`src/rtl/sup_pkg.sv`:
```
package sup_pkg;
  typedef struct packed {
    logic [1:0] sel;
    logic       en;
  } sup_cfg_t;

  function automatic int unsigned max4(input int unsigned a, input int unsigned b,
                                       input int unsigned c, input int unsigned d);
    int unsigned m;
    m = a;
    if (b > m) m = b;
    if (c > m) m = c;
    if (d > m) m = d;
    return m;
  endfunction
endpackage

```
`src/rtl/sup_ctrl_reg.sv`:
```
module sup_ctrl_reg
  import sup_pkg::*;
(
  input  logic     clk,
  input  logic     rst_n,
  input  logic     wp,
  input  logic     we,
  input  sup_cfg_t wdata,
  output sup_cfg_t q
);
  logic wr_ok;
  assign wr_ok = we && !wp;

  always_ff @(posedge clk or negedge rst_n) begin
    if (!rst_n) q <= '0;
    else if (wr_ok) q <= wdata;
  end

  a_r6_wp_blocks: assert property (@(posedge clk) disable iff (!rst_n)
    (we && wp) |=> $stable(q));
  a_r6_write_lands: assert property (@(posedge clk) disable iff (!rst_n)
    (we && !wp) |=> (q == $past(wdata)));
endmodule

```
`src/rtl/sup_wdog.sv`:
```
module sup_wdog
  import sup_pkg::*;
#(
  parameter int unsigned TO_0 = 6250000,
  parameter int unsigned TO_1 = 25000000,
  parameter int unsigned TO_2 = 100000000,
  parameter int unsigned TO_3 = 200000000
) (
  input  logic       clk,
  input  logic       rst_n,
  input  logic       sda_in,
  input  logic       en,
  input  logic [1:0] sel,
  input  logic       hold,
  output logic       fire
);
  localparam int unsigned TMAX = max4(TO_0, TO_1, TO_2, TO_3);
  localparam int unsigned WW   = $clog2(TMAX + 1);

  function automatic logic [WW-1:0] period_of(input logic [1:0] s);
    case (s)
      2'd0:    return WW'(TO_0);
      2'd1:    return WW'(TO_1);
      2'd2:    return WW'(TO_2);
      default: return WW'(TO_3);
    endcase
  endfunction

  logic          s1, s2, s3;
  logic          sda_edge;
  logic [WW-1:0] wcnt;
  logic [WW-1:0] lim;

  always_ff @(posedge clk or negedge rst_n) begin
    if (!rst_n) begin
      s1 <= 1'b1;
      s2 <= 1'b1;
      s3 <= 1'b1;
    end else begin
      s1 <= sda_in;
      s2 <= s1;
      s3 <= s2;
    end
  end

  assign sda_edge = s2 ^ s3;
  assign lim      = period_of(sel);
  assign fire     = en && !hold && !sda_edge && (wcnt >= lim - WW'(1));

  always_ff @(posedge clk or negedge rst_n) begin
    if (!rst_n)                 wcnt <= '0;
    else if (!en || hold)       wcnt <= '0;
    else if (sda_edge || fire)  wcnt <= '0;
    else                        wcnt <= wcnt + WW'(1);
  end

  a_r8_edge_clears: assert property (@(posedge clk) disable iff (!rst_n)
    sda_edge |=> (wcnt == '0));
  a_r9_off_holds_zero: assert property (@(posedge clk) disable iff (!rst_n)
    !en |=> (wcnt == '0));
  a_r9_off_never_fires: assert property (@(posedge clk) disable iff (!rst_n)
    !en |-> !fire);
  a_r10_restart: assert property (@(posedge clk) disable iff (!rst_n)
    fire |=> (wcnt == '0));
endmodule

```
`src/rtl/sup_rst_timer.sv`:
```
module sup_rst_timer #(
  parameter int unsigned POR_CYCLES = 31250000
) (
  input  logic clk,
  input  logic rst_n,
  input  logic supply_ok,
  input  logic wd_fire,
  output logic in_reset
);
  localparam int unsigned CW = $clog2(POR_CYCLES + 1);

  logic [CW-1:0] cnt;
  logic          done;

  assign done = (cnt == CW'(POR_CYCLES - 1));

  always_ff @(posedge clk or negedge rst_n) begin
    if (!rst_n) begin
      in_reset <= 1'b1;
      cnt      <= '0;
    end else if (!supply_ok || wd_fire) begin
      in_reset <= 1'b1;
      cnt      <= '0;
    end else if (in_reset) begin
      if (done) begin
        in_reset <= 1'b0;
        cnt      <= '0;
      end else begin
        cnt <= cnt + CW'(1);
      end
    end
  end

  a_r1_brownout_latch: assert property (@(posedge clk) disable iff (!rst_n)
    !supply_ok |=> (in_reset && cnt == '0));
  a_r2_release_needs_supply: assert property (@(posedge clk) disable iff (!rst_n)
    $fell(in_reset) |-> $past(supply_ok));
  a_r10_fire_starts_pulse: assert property (@(posedge clk) disable iff (!rst_n)
    wd_fire |=> (in_reset && cnt == '0));
endmodule

```
`src/rtl/supply_supervisor.sv`:
```
module supply_supervisor
  import sup_pkg::*;
#(
  parameter int unsigned POR_CYCLES  = 31250000,
  parameter int unsigned TO_0        = 6250000,
  parameter int unsigned TO_1        = 25000000,
  parameter int unsigned TO_2        = 100000000,
  parameter int unsigned TO_3        = 200000000,
  parameter bit          ACTIVE_HIGH = 1'b0
) (
  input  logic       clk,
  input  logic       rst_n,
  input  logic       supply_ok,
  input  logic       sda_in,
  input  logic       wp,
  input  logic       cfg_we,
  input  logic [2:0] cfg_wdata,
  output logic [2:0] cfg_q,
  output logic       rst_oe,
  output logic       rst_lvl
);
  sup_cfg_t cfg;
  logic     wd_fire;
  logic     in_reset;

  sup_ctrl_reg u_ctrl (
    .clk   (clk),
    .rst_n (rst_n),
    .wp    (wp),
    .we    (cfg_we),
    .wdata (sup_cfg_t'(cfg_wdata)),
    .q     (cfg)
  );

  sup_wdog #(.TO_0(TO_0), .TO_1(TO_1), .TO_2(TO_2), .TO_3(TO_3)) u_wdog (
    .clk    (clk),
    .rst_n  (rst_n),
    .sda_in (sda_in),
    .en     (cfg.en),
    .sel    (cfg.sel),
    .hold   (rst_oe),
    .fire   (wd_fire)
  );

  sup_rst_timer #(.POR_CYCLES(POR_CYCLES)) u_timer (
    .clk       (clk),
    .rst_n     (rst_n),
    .supply_ok (supply_ok),
    .wd_fire   (wd_fire),
    .in_reset  (in_reset)
  );

  assign cfg_q   = cfg;
  assign rst_oe  = in_reset || !supply_ok;
  assign rst_lvl = ACTIVE_HIGH;

  a_r11_recover_in_reset: assert property (@(posedge clk) disable iff (!rst_n)
    $rose(supply_ok) |-> rst_oe);
  a_r4_fire_asserts: assert property (@(posedge clk) disable iff (!rst_n)
    wd_fire |=> rst_oe);
endmodule

```
`config.mk`:
```
export PLATFORM = sky130hd
export DESIGN_NAME = supply_supervisor
export DESIGN_NICKNAME = d
export VERILOG_FILES = /design/src/rtl/sup_pkg.sv /design/src/rtl/sup_ctrl_reg.sv /design/src/rtl/sup_wdog.sv /design/src/rtl/sup_rst_timer.sv /design/src/rtl/supply_supervisor.sv
export SDC_FILE = /design/constraint.sdc
export NUM_CORES = 1
export LEC_CHECK = 0
export BUFFER_PORTS_ARGS = -buffer_cell sky130_fd_sc_hd__buf_4
export CAP_MARGIN = 20
export CORE_ASPECT_RATIO = 1.5
export CORE_MARGIN = 5
export CORE_UTILIZATION = 56
export DETAILED_ROUTE_END_ITERATION = 10
export GPL_TIMING_DRIVEN = 0
export PLACE_DENSITY = 0.75
export SLEW_MARGIN = 30
export SYNTH_ARGS = -nofsm -noshare
export SYNTH_HDL_FRONTEND = slang
export SYNTH_HIERARCHICAL = 1
export SYNTH_SLANG_ARGS = --single-unit
```
`constraint.sdc`:
```
create_clock -name clk -period 3.1 [get_ports clk]
set_input_delay 0.62 -clock clk [delete_from_list [all_inputs] [get_ports clk]]
set_output_delay 0.62 -clock clk [all_outputs]
set_load 0.05 [all_outputs]
```
==> impl_metrics.csv <==
group,metric,value,unit
clocking,cts_tree,"built",
synthesis,yosysUniqueCellTypes,57,
detailed_routing,wl,9870,µm
pwr,total_power,1.86,mW
final_layout,fin_nets,474,
global_route,grt_use_met2,38.8,%
detailed_routing,drtPass1Iterations,4,
final_layout,syn2layout_area_growth,19.0,%
synthesis,synthMuxAreaShare,3.52,%
detailed_routing,via_per_inst,6.39,
worst_setup_path,rr_worst_depth,15,
timing,fin_crit_sh,101,%
global_route,grt-busiest-layer,"met2",
synthesis,synthArstFlopShare,100,%
detailed_routing,drc,0,
clocking,clk_path_buf_depth,2,
worst_setup_path,path_common_cell,"nor3_1",
flow_run,cap_violations,0,
global_route,gr-usage-met1,22.6,%
synthesis,synth_common_cells,"dfrtp_1 (56), nand2_1 (29), ha_1 (28)",
floorplanning,coreArea,0.00681,mm²
synthesis,synth-edff-count,0,
floorplanning,fp.dieH,112,µm
floorplanning,rows,37,
run_status,violations,"negative setup slack",
synthesis,ys.flop_type,"dfrtp_1",
global_route,grt_use_total,22.3,%
synthesis,yosys.area.top_type_share,36.1,%
worst_setup_path,crit_arrival,3350,ps
timing,hold_viol,0,
detailed_routing,routedWlPerCell,19.0,µm
worst_setup_path,setup.worst_path.start,"u_ctrl/q[2]",
synthesis,yosysMostFrequentCell,"dfrtp_1",
final_layout,drive_gt1_share,25.8,%
worst_setup_path,start_kind,"register",
clocking,postCtsHoldBufs,0,
placement,dp_hpwl,6390,µm
pwr,p_leak,1.92,nW
synthesis,synthSimpleGateAreaFrac,28.5,%
detailed_routing,vias,3322,
global_route,grt_use_met3,5.50,%
worst_setup_path,slowest_delay,480,ps
clocking,clock_sinks,60,
global_route,grt_max_degree,61,
run_status,status,"finished with violations",
synthesis,ys_seq_elements,60,
global_route,grt_overflow_total,0,
clocking,clock_latency,350,ps
synthesis,yosys-top-cells-area,"dfrtp_1 (36%), ha_1 (9.0%), xor2_1 (3.8%)",
synthesis,synth_compound_area_share,9.06,%
pwr,power.density,403,mW/mm²
synthesis,synth-seq-area-share,38.8,%
synthesis,synthCells,398,
synthesis,synthAdderAreaFrac,9.03,%
min_path,min_path_type,"in2async",
timing,holdWs,340,ps
global_route,grt_pass1_wl,15500,µm
timing,slew_headroom,49.1,%
placement,gp_congestion,0.884,
worst_setup_path,r2r-end,"u_timer/cnt[6]",
clocking,ctsRootBufferMaster,"clkbuf_8",
timing,tightest_slew,764,ps
synthesis,syn_nets,435,
synthesis,yosys_warnings,6,
global_route,antenna_found_initial,0,
timing,worst_slack,-21.8,ps
worst_setup_path,endpoint_kind,"register",
final_layout,final_cells,520,
worst_setup_path,path_cells,"clkinv_4, ha_4, ha_1, nand4_1, buf_4, nor3_1, nor3_1, o21ai_1, o21ba_4, nand2b_4, buf_8, a21oi_4, buf_6, a21oi_1, mux2i_1",
placement,numPlacedInstances,488,
clocking,cts_buffers,9,
timing,setup_violations,2,
worst_setup_path,cp.required,3330,ps
timing,layout_min_cycle_time,3120,ps
timing,rsz0062_at_grt,"true",
synthesis,synth_top_family_by_area,"simple AND/OR/NAND/NOR gates",
floorplanning,die_width,78.0,µm
timing,slew_violations,0,
global_route,grt_pass1_vias,3357,
detailed_routing,drtIter0Drc,157,
clocking,clkTransAtPathRegs,70,ps
floorplanning,design.portCount,14,
synthesis,syn_avg_cell_area,9.75,µm²
worst_setup_path,crit_path_max_fanout,5,
worst_setup_path,r2r-start,"u_ctrl/q[2]",
timing,clock-skew-final,14.0,ps
synthesis,syn_area,0.00388,mm²
clocking,htreeDepth,3,
pwr,ir_drop,292,µV
placement,io_buffers,12,
worst_setup_path,regToRegSetupSlack,-20,ps
detailed_routing,postRouteAntennaNets,0,
worst_setup_path,slowest_stage,"dfrtp_2",
final_layout,antennaDiodeCount,0,
synthesis,synth_top_area_cell,"dfrtp_1",
floorplanning,dieArea,0.00872,mm²
floorplanning,start_util,57.0,%
worst_setup_path,timing_worst_setup_path_type,"reg2reg",
synthesis,synth_xor_area_share,6.55,%
timing,clock.fmax,0.320,GHz
flip-flops by register name (all words and copies together), names as in the netlist:
register          cells
u_wdog/s3             1
u_wdog/wcnt          28
u_wdog/s2             1
u_wdog/s1             1
u_timer/cnt          25
u_timer/in_reset      1
u_ctrl/q              3
stage by stage:
step           utilization [%]  area, µm²  setup TNS [ps]  setup WS [ps]
2_1_floorplan                -       3900               0           4.36
3_3_place_gp              60.0       4090           -4820           -405
3_5_place_dp              60.0       4090           -5170           -430
4_1_cts                   65.2       4440               0           2.97
5_1_grt                   67.8       4610            -866           -131
6_report                  67.8       4610           -22.8          -21.8
critical path: cells and delay by family (launching register included):
family | cells | cell delay (ps)
adder cells (fa/ha/maj) | 2 | 470
AO/OA/AOI/OAI | 4 | 530
AND/OR/NAND/NOR | 4 | 820
multiplexers | 1 | 100
buffers and inverters | 4 | 610
flip-flops | 1 | 480
how the worst max path moves through the flow:
stage,endpoint,slack [ps],depth (start not counted)
after CTS,u_timer/cnt[5],3,14
after global routing,u_timer/cnt[6],-130,15
after global placement,u_timer/cnt[23],-410,14
after detailed placement,u_timer/cnt[5],-430,14
after floorplan,u_timer/cnt[9],4,15
final,u_timer/cnt[6],-20,15
repair_timing:
item | 4_1_cts | 5_1_grt
setup buffers | 6 | 7
gates cloned | 2 | 1
pin swaps | 2 | 11
setup endpoints to repair | 16 | 16
resized for setup | 21 | 22
cells by family after synthesis:
kind of cell / after synthesis
compound gates: 58
xor+xnor: 29
fa+ha+maj: 28
buf+inv: 31
flops: 60
mux: 12
other cells: 2
simple gates: 178
area by class of cell:
cell class | count | area, µm²
Tap cell | 78 | 97.6
Fill cell | 507 | 2190
Sequential cell | 60 | 1510
Multi-Input combinational cell | 308 | 2370
Timing Repair Buffer | 27 | 206
Inverter | 17 | 71.3
Clock inverter | 5 | 85.1
Clock buffer | 11 | 141
Buffer | 14 | 130
where the power goes:
part           internal [mW]  leakage, nW  total, mW  switching [mW]
registers              0.796        0.814      0.813          0.0167
clock network          0.477        0.110      0.803           0.325
logic                  0.104        0.993      0.243           0.139
total                   1.38         1.92       1.86           0.481
metal layers:
metal  routed length, µm  up-vias
li1                    -     1539
met3                 355       44
met4                 522        0
met5                   0        -
met2                5330      101
met1                3670     1638
cells in the final DEF, fill, tap and decap left out, types with 12 or more instances in the layout:
cell	n
nand3_1	27
xor2_1	17
inv_1	14
nor3_1	23
nand4_1	21
xnor2_1	12
buf_4	27
nor2_1	17
ha_1	21
a21oi_1	23
nor3_2	12
nand2_1	29
dfrtp_1	54
No activity file was read; power rests on OpenSTA's default activity.
